--- src/rtl/pms_pkg.sv ---
package pms_pkg;

  typedef enum logic [2:0] {
    MSEL_NONE  = 3'b000,
    MSEL_EXT   = 3'b001,
    MSEL_FLASH = 3'b010,
    MSEL_BOOT  = 3'b100
  } msel_e;

  localparam logic [1:0] BANK_USER  = 2'b00;
  localparam logic [1:0] BANK_SPLIT = 2'b01;

  // Address is at or above a window base.
  function automatic logic addr_at_or_above(input int unsigned addr, input int unsigned base);
    return addr >= base;
  endfunction

  // Strap combination that requests a boot-ROM start.
  function automatic logic strap_wants_boot(input logic psen_n, input logic ea, input logic ale);
    return (!psen_n) && (!ea) && ale;
  endfunction

endpackage

--- src/rtl/pms_strap.sv ---
module pms_strap (
  input  logic clk,
  input  logic rst_n,
  input  logic strap_psen_n,
  input  logic strap_ea,
  input  logic strap_ale,
  output logic boot_now,
  output logic boot_q,
  output logic ea_q
);
  import pms_pkg::*;

  assign boot_now = strap_wants_boot(strap_psen_n, strap_ea, strap_ale);

  always_ff @(posedge clk) begin
    if (!rst_n) begin
      ea_q   <= strap_ea;
      boot_q <= boot_now;
    end
  end

endmodule

--- src/rtl/pms_decode.sv ---
module pms_decode #(
  parameter int ADDR_W    = 16,
  parameter int BOOT_BASE = 'hFC00,
  parameter int FLASH_TOP = 'h8000
) (
  input  logic              fetch_valid,
  input  logic [ADDR_W-1:0] fetch_addr,
  input  logic [1:0]        bank,
  input  logic              ea_int,
  output logic              in_top,
  output pms_pkg::msel_e    sel
);
  import pms_pkg::*;

  logic in_flash_range;

  assign in_top         = addr_at_or_above(int'(fetch_addr), BOOT_BASE);
  assign in_flash_range = !addr_at_or_above(int'(fetch_addr), FLASH_TOP);

  always_comb begin
    if (!fetch_valid)                        sel = MSEL_NONE;
    else if (bank == BANK_SPLIT && in_top)   sel = MSEL_BOOT;
    else if (ea_int && in_flash_range)       sel = MSEL_FLASH;
    else                                     sel = MSEL_EXT;
  end


  always_comb begin
    if (fetch_valid) begin
      sel_onehot_chk: assert ($onehot(sel));
    end
  end

endmodule

--- src/rtl/pms_bank_ctl.sv ---
module pms_bank_ctl (
  input  logic       clk,
  input  logic       rst_n,
  input  logic       boot_now,
  input  logic       fetch_valid,
  input  logic       fetch_top,
  input  logic       fetch_boot,
  input  logic       xfer_ret,
  input  logic       bank_wr,
  input  logic [1:0] bank_wdata,
  output logic [1:0] bank,
  output logic       fault,
  output logic       ret_cross,
  output logic       wr_blocked
);
  import pms_pkg::*;

  logic last_top;
  logic last_user_top;
  logic wr_taken;

  assign ret_cross  = fetch_valid && xfer_ret && last_top && !fetch_top;
  assign wr_blocked = bank_wr && last_user_top;
  assign wr_taken   = bank_wr && !last_user_top;

  always_ff @(posedge clk) begin
    if (!rst_n) begin
      bank          <= boot_now ? BANK_SPLIT : BANK_USER;
      fault         <= 1'b0;
      last_top      <= 1'b0;
      last_user_top <= 1'b0;
    end else begin
      if (ret_cross)     bank <= BANK_USER;
      else if (wr_taken) bank <= bank_wdata;
      if (wr_blocked)    fault <= 1'b1;
      if (fetch_valid) begin
        last_top      <= fetch_top;
        last_user_top <= fetch_top && !fetch_boot;
      end
    end
  end


  ret_clear_chk: assert property (@(posedge clk) disable iff (!rst_n)
    ret_cross |=> (bank == BANK_USER));


  fault_sticky_chk: assert property (@(posedge clk) disable iff (!rst_n)
    fault |=> fault);


  blocked_hold_chk: assert property (@(posedge clk) disable iff (!rst_n)
    (wr_blocked && !ret_cross) |=> $stable(bank));


  wr_take_chk: assert property (@(posedge clk) disable iff (!rst_n)
    (wr_taken && !ret_cross) |=> (bank == $past(bank_wdata)));

endmodule

--- src/rtl/prog_mem_selector.sv ---
module prog_mem_selector #(
  parameter int ADDR_W    = 16,
  parameter int BOOT_BASE = 'hFC00,
  parameter int FLASH_TOP = 'h8000
) (
  input  logic              clk,
  input  logic              rst_n,
  input  logic              strap_psen_n,
  input  logic              strap_ea,
  input  logic              strap_ale,
  input  logic              fetch_valid,
  input  logic [ADDR_W-1:0] fetch_addr,
  input  logic              xfer_jump,
  input  logic              xfer_ret,
  input  logic              bank_wr,
  input  logic [1:0]        bank_wdata,
  output logic              sel_boot,
  output logic              sel_flash,
  output logic              sel_ext,
  output logic [1:0]        bank_sel,
  output logic              bank_fault,
  output logic [ADDR_W-1:0] start_addr
);
  import pms_pkg::*;

  localparam logic [ADDR_W-1:0] BOOT_VEC = ADDR_W'(BOOT_BASE);

  logic  boot_now, boot_q, ea_q;
  logic  fetch_top;
  logic  ret_cross, wr_blocked;
  msel_e sel;

  pms_strap u_strap (
    .clk(clk), .rst_n(rst_n),
    .strap_psen_n(strap_psen_n), .strap_ea(strap_ea), .strap_ale(strap_ale),
    .boot_now(boot_now), .boot_q(boot_q), .ea_q(ea_q)
  );

  pms_decode #(.ADDR_W(ADDR_W), .BOOT_BASE(BOOT_BASE), .FLASH_TOP(FLASH_TOP)) u_decode (
    .fetch_valid(fetch_valid), .fetch_addr(fetch_addr),
    .bank(bank_sel), .ea_int(ea_q), .in_top(fetch_top), .sel(sel)
  );

  pms_bank_ctl u_bank (
    .clk(clk), .rst_n(rst_n), .boot_now(boot_now),
    .fetch_valid(fetch_valid), .fetch_top(fetch_top), .fetch_boot(sel == MSEL_BOOT),
    .xfer_ret(xfer_ret), .bank_wr(bank_wr), .bank_wdata(bank_wdata),
    .bank(bank_sel), .fault(bank_fault),
    .ret_cross(ret_cross), .wr_blocked(wr_blocked)
  );

  assign sel_boot   = (sel == MSEL_BOOT);
  assign sel_flash  = (sel == MSEL_FLASH);
  assign sel_ext    = (sel == MSEL_EXT);
  assign start_addr = boot_q ? BOOT_VEC : '0;


  sel_idle_chk: assert property (@(posedge clk) disable iff (!rst_n)
    !fetch_valid |-> !(sel_boot || sel_flash || sel_ext));


  no_boot_chk: assert property (@(posedge clk) disable iff (!rst_n)
    (fetch_valid && bank_sel == BANK_USER) |-> !sel_boot);


  jump_keep_chk: assert property (@(posedge clk) disable iff (!rst_n)
    (fetch_valid && xfer_jump && !xfer_ret && !bank_wr) |=> $stable(bank_sel));


  ret_wins_chk: assert property (@(posedge clk) disable iff (!rst_n)
    (ret_cross && bank_wr) |=> (bank_sel == BANK_USER));

endmodule

--- config.mk ---
export PLATFORM = sky130hd
export DESIGN_NAME = prog_mem_selector
export DESIGN_NICKNAME = d
export VERILOG_FILES = /design/src/rtl/pms_pkg.sv /design/src/rtl/pms_strap.sv /design/src/rtl/pms_decode.sv /design/src/rtl/pms_bank_ctl.sv /design/src/rtl/prog_mem_selector.sv
export SDC_FILE = /design/constraint.sdc
export NUM_CORES = 1
export LEC_CHECK = 0
export ABC_AREA = 0
export CAP_MARGIN = 30
export CORE_UTILIZATION = 30
export CTS_CLUSTER_SIZE = 40
export DETAILED_ROUTE_END_ITERATION = 8
export DONT_BUFFER_PORTS = 1
export GPL_ROUTABILITY_DRIVEN = 0
export SLEW_MARGIN = 25
export SYNTH_ARGS = -nofsm -noshare
export SYNTH_HDL_FRONTEND = slang
export SYNTH_HIERARCHICAL = 1
export SYNTH_SLANG_ARGS = --single-unit
export TNS_END_PERCENT = 10
--- constraint.sdc ---
create_clock -name clk -period 2.3 [get_ports clk]
set_input_delay 0.23 -clock clk [delete_from_list [all_inputs] [get_ports clk]]
set_output_delay 0.23 -clock clk [all_outputs]
set_load 0.005 [all_outputs]
==> impl_metrics.json, run 1 <==
{
  "design.final.nets": 78,
  "yosys.cell_count.top_type": "buf_4",
  "number_of_global_route_vias_before_repair": 262,
  "total_power_w": 0.000271,
  "netlist.top_cell.by_area": "buf_4",
  "worstPathMaxFanout": 3,
  "number_of_register_bits_inferred_by_synthesis": 7,
  "yosysWarnings": 6,
  "via_cell_ratio": 4.38,
  "cts-buffers-inserted": 3,
  "clockRootBuffer": "clkbuf_4",
  "floorplan.die_area_um2": 1820,
  "comb_power_share": 0.071,
  "vias": 289,
  "critical_path.cell_chain": "nand4b_1, nor3_1, nor3b_1",
  "type_of_the_most_critical_hold_path": "input pin to register",
  "regToRegSetupSlack_ns": 0.70,
  "pin_count_of_the_biggest_net_entering_global_routing": 9,
  "synth.distinct_cells": 24,
  "cts_hold_repair.buffers": 0,
  "dieWidth_um": 42.6,
  "setup.worst_path.start": "u_bank/bank[1]$_SDFFCE_PP0P_",
  "htree_num_levels": 1,
  "worstSetupEndpoint": "sel_boot",
  "number_of_max_cap_violations": 0,
  "grt_setup_unrepaired": "no",
  "post_cts_resize_count": 0,
  "core_um2": 1520,
  "required_ns": 2.07,
  "gr-usage-all-layers": 0.0912,
  "io_buffers": 0,
  "drc": 0,
  "netlist.area_leader.share": 0.242,
  "syn_area_um2": 495,
  "clkLatencyLatePin_ns": 0.24,
  "final_layout_size_suffix_gt1_frac": 0.100,
  "timing.setup.tns_ns": 0,
  "final-setup-viol-count": 0,
  "totalWireLength_um": 761,
  "layout_worst_path_cycle_share": 0.754,
  "ctsLongestPathBuffers": 2,
  "netlist_instances": 53,
  "diodes": 0,
  "slowest_stage": "edfxtp_1",
  "numClockSinks": 7,
  "static_leakage_power_nw": 0.206,
  "fmax_mhz": 577,
  "first_iter_violations": 5,
  "synth-seq-area-share": 0.364,
  "hold_viol": 0,
  "io-pin-count": 49,
  "ys_top_cells_by_area": "buf_4, edfxtp_1, dfxtp_1, nor3b_1, nand2b_1",
  "final_period_minus_worst_setup_slack_ns": 1.73,
  "sequentialPowerShare": 0.534,
  "worst-r2r-cell-count": 5,
  "max-vdd-ir-drop_mv": 0.263,
  "critical_path_arrival_ns": 1.50,
  "post_cts.repair.setup_buffers": 0,
  "postLayoutCoreUtil": 0.299,
  "power-per-cell-area_nw_per_um2": 596,
  "share_clk_of_total_power": 0.395,
  "cpLargestDelayFamily": "simple AND/OR/NAND/NOR gates",
  "synthFlopType": "edfxtp_1",
  "route.antenna.remaining_nets": 0,
  "global_route_wire_length_before_repair_um": 1150,
  "final-max-slew-violation-count": 0,
  "area_growth_pct": -8.08,
  "switchingPower_w": 0.0000582,
  "detail_route.wl_per_cell_um": 11.5,
  "critPathBufInv": 0,
  "worst_r2r_startpoint": "u_bank/bank[1]$_SDFFCE_PP0P_",
  "timing.critical_path.slowest_cell_delay_ns": 0.41,
  "initial_core_util": 0.325,
  "overflow": 0,
  "critical_setup_path_kind": "register to output port",
  "crit_path_start_kind": "register",
  "synth_edf_count": 4,
  "die_h_um": 42.6,
  "status": "completed",
  "placementRows": 14,
  "power.internal_w": 0.000213,
  "fin_skew_ns": 0.00351,
  "initial_antenna_violation_count": 0,
  "clock_tree_from_tritoncts": "done",
  "critical_path.reg2reg.endpoint": "u_bank/last_user_top$_SDFFE_PN0P_",
  "netlist_top_cells_count": "buf_4, edfxtp_1, inv_1",
  "fraction_of_registers_with_async_set_reset": 0,
  "postSynthAreaPerCell_um2": 9.35,
  "crit_cells": 3,
  "switching_share": 0.214,
  "hpwl_um": 648,
  "detail_route.first_pass.iterations": 2,
  "clk_pin_slew_ns": 0.05,
  "setup.worst_path.end_class": "output port"
}
-- registers in the layout, summed over array words and instances, names as in the netlist --
| signal | count |
|---|---|
| u_bank/bank | 2 |
| u_bank/fault | 1 |
| u_bank/last_top | 1 |
| u_bank/last_user_top | 1 |
| u_strap/boot_q | 1 |
| u_strap/ea_q | 1 |
-- power groups by stage --
stage	clock (W)	combinational [W]	sequential (W)
after detailed placement	0	0.0000190	0.000147
final	0.000107	0.0000192	0.000145
after global placement	0	0.0000186	0.000147
after CTS	0.000114	0.0000191	0.000145
after floorplan	0	0.0000406	0.000145
after global routing	0.000121	0.0000222	0.000146
-- cell families after synthesis --
kind of cell / Yosys count / synth area share
mux: 1 / 0.0202
buf+inv: 20 / 0.273
other cells: 1 / 0.00757
flops: 7 / 0.364
compound gates: 4 / 0.0632
simple gates: 20 / 0.273
-- cell type report --
| type | instances | area (µm²) |
|---|---|---|
| well taps | 16 | 20.0 |
| flip-flops and latches | 7 | 180 |
| clock buffers | 4 | 26.3 |
| multi-input cells | 35 | 214 |
| inverters | 4 | 15.0 |
| fillers | 169 | 1070 |
-- how the worst min path moves through the flow --
stage | start | to | slack [ns] | cells past startpoint
after floorplan | strap_ea | u_strap/ea_q$_DFFE_PN_ | 0.33 | 0
after global placement | strap_ea | u_strap/ea_q$_DFFE_PN_ | 0.33 | 0
after detailed placement | strap_ea | u_strap/ea_q$_DFFE_PN_ | 0.33 | 0
after CTS | strap_ea | u_strap/ea_q$_DFFE_PN_ | 0.07 | 0
after global routing | strap_ea | u_strap/ea_q$_DFFE_PN_ | 0.06 | 0
final | strap_ea | u_strap/ea_q$_DFFE_PN_ | 0.08 | 0
-- placed cells by master, fill, tap and decap left out, drive strengths merged --
cell	synthesis	layout
conb	1	10
inv	4	4
edfxtp	4	4
nor3b	4	4
clkbuf	0	4
nand2b	3	3
dfxtp	3	3
nand2	2	2
nor2	2	2
nand4b	2	2
and2	1	1
nand3	1	1
o22ai	1	1
mux2i	1	1
nor2b	1	1
nand3b	1	1
a21boi	1	1
and3	1	1
o21a	1	1
nand4	1	1
o211a	1	1
nor3	1	1
-- stage by stage --
step                      hold WS (ns)  setup slack, ns  instances  instance area [µm²]
after floorplan                  0.329            0.905         62                  529
after global placement           0.329            0.685         62                  429
after detailed placement         0.329            0.653         62                  429
after CTS                       0.0693            0.502         66                  455
after global routing            0.0632            0.384         66                  455
final                           0.0822            0.566         66                  455
-- metal layers --
metal	part of all wire	vias up	GRT usage
li1	-	147	-
met1	0.49	116	0.127
met2	0.44	24	0.112
met3	0.068	2	0.0129
met4	0.0066	0	0.0938
met5	0	-	0
No activity file was read; power rests on OpenSTA's default activity.
==> inputs of run 2 (changes only) <==
==> constraint.sdc (replaced) <==
create_clock -name clk -period 1.6 [get_ports clk]
set_input_delay 0.16 -clock clk [delete_from_list [all_inputs] [get_ports clk]]
set_output_delay 0.16 -clock clk [all_outputs]
set_load 0.005 [all_outputs]
==> run 2 against run 1 <==
  * The flow now finishes with violations (negative setup slack)
  * Register-to-register slack worse by 0.51 ns
  * Combinational power rose by 57%
  * Hold slack got worse by 0.053 ns
  * Largest cell class unchanged
  * Largest power group unchanged
==> impl_metrics.json, run 2 (same netlist as run 1, synthesis figures left out) <==
{
  "core_um2": 1520,
  "comb_power_share": 0.076,
  "pre_cts_ws_ns": 0.126,
  "initial_antenna_violation_count": 0,
  "final_common_cell": "conb_1",
  "failed_checks": "negative setup slack",
  "worstPathMaxFanout": 3,
  "status": "complete, but fails checks",
  "totalWireLength_um": 798,
  "final_cells": 69,
  "setup.worst_path.end_class": "output port",
  "fin_skew_ns": 0.00567,
  "hpwl_um": 640,
  "numClockSinks": 7,
  "power.internal_w": 0.000308,
  "io_buffers": 0,
  "area_growth_pct": -2.02,
  "diodes": 0,
  "io-pin-count": 49,
  "grt_setup_unrepaired": "yes",
  "critical_setup_path_kind": "register to output port",
  "final_layout_size_suffix_gt1_frac": 0.151,
  "number_of_global_route_vias_before_repair": 283,
  "first_iter_violations": 3,
  "ctsLongestPathBuffers": 2,
  "required_ns": 1.44,
  "drc": 0,
  "most-common-layout-cells": "conb_1, inv_1, edfxtp_1",
  "via_cell_ratio": 4.35,
  "power-per-cell-area_nw_per_um2": 815,
  "post_dp_cell_area_um2": 444,
  "cts-buffers-inserted": 3,
  "crit_path_start_kind": "register",
  "final_area_um2": 485,
  "placementRows": 14,
  "critical_path_arrival_ns": 1.48,
  "placed_cells_incl_taps": 64,
  "clockRootBuffer": "clkbuf_4",
  "type_of_the_most_critical_hold_path": "input pin to register",
  "floorplan.die_area_um2": 1820,
  "fmax_mhz": 610,
  "postLayoutCoreUtil": 0.319,
  "route.antenna.remaining_nets": 0,
  "sequentialPowerShare": 0.526,
  "die_h_um": 42.6,
  "initial_core_util": 0.325,
  "global_route_wire_length_before_repair_um": 1200,
  "clk_pin_slew_ns": 0.05,
  "switching_share": 0.221,
  "max-vdd-ir-drop_mv": 0.320,
  "final-max-slew-violation-count": 0,
  "number_of_max_cap_violations": 0,
  "clock_tree_from_tritoncts": "done",
  "switchingPower_w": 0.0000876,
  "static_leakage_power_nw": 0.223,
  "dieWidth_um": 42.6,
  "timing.setup.tns_ns": -0.0401,
  "final_period_minus_worst_setup_slack_ns": 1.64,
  "overflow": 0,
  "registers.top_by_ff_count": "u_bank/bank",
  "hold_viol": 0,
  "design.final.nets": 81,
  "gr-usage-all-layers": 0.0939,
  "final-setup-viol-count": 1,
  "detail_route.first_pass.iterations": 4,
  "share_clk_of_total_power": 0.398,
  "pin_count_of_the_biggest_net_entering_global_routing": 9,
  "clkLatencyLatePin_ns": 0.25,
  "detail_route.wl_per_cell_um": 11.6,
  "layout_worst_path_cycle_share": 1.03,
  "vias": 300,
  "final_critical_path_setup_slack_ns": -0.0401,
  "htree_num_levels": 1,
  "flip_flop_count_of_the_largest_register_after_layout": 2
}
-- run 2: stage by stage --
| stage | hold WS, ns | total power, W |
|---|---|---|
| floorplan | 0.259 | 0.000267 |
| global placement | 0.259 | 0.000239 |
| detailed placement | 0.259 | 0.000240 |
| CTS | 0.0219 | 0.000403 |
| global route | 0.0178 | 0.000417 |
| finish | 0.0287 | 0.000396 |
-- run 2: final cells by class --
type	count	area, µm²
fillers	178	1040
multi-input cells	35	219
repair buffers	3	25.0
flip-flops and latches	7	180
well taps	16	20.0
inverters	4	15.0
clock buffers	4	26.3
-- run 2: power groups by stage --
stage	Sequential (W)	Combinational (W)	Clock, W
finish	0.000208	0.0000302	0.000157
global route	0.000210	0.0000343	0.000173
CTS	0.000208	0.0000300	0.000165
detailed placement	0.000212	0.0000274	0
global placement	0.000212	0.0000269	0
floorplan	0.000208	0.0000583	0
-- run 2: worst max-delay path, stage by stage (launching register included) --
cell and delay, ns:
edfxtp_1 0.41, nand4b_1 0.23, o211a_1 0.27, nor3b_2 0.19
buf_4 0.14
-- run 2: repair_timing --
action	in CTS	in global routing
setup buffers	0	0
endpoints found under the hold margin	1	0
hold buffers	1	0
endpoints found under the setup margin	2	2
gates resized for setup	1	0
-- run 2: path summary, 6_finish.rpt --
path                                              startpoint                                end  slack, ns  depth (start not counted)
worst max register to register  u_bank/bank[1]$_SDFFCE_PP0P_  u_bank/last_user_top$_SDFFE_PN0P_       0.19                          5
worst max-delay path            u_bank/bank[1]$_SDFFCE_PP0P_                           sel_boot      -0.04                          4
worst min-delay path                                   rst_n          u_bank/fault$_SDFFE_PN0P_       0.03                          1
worst min register to register     u_bank/fault$_SDFFE_PN0P_          u_bank/fault$_SDFFE_PN0P_       0.50                          1
-- run 2: metal layers --
| layer | global-route usage | part of all wire |
|---|---|---|
| met1 | 0.117 | 0.45 |
| met2 | 0.127 | 0.46 |
| met3 | 0.0216 | 0.089 |
| met4 | 0.0938 | 0 |
| met5 | 0 | 0 |
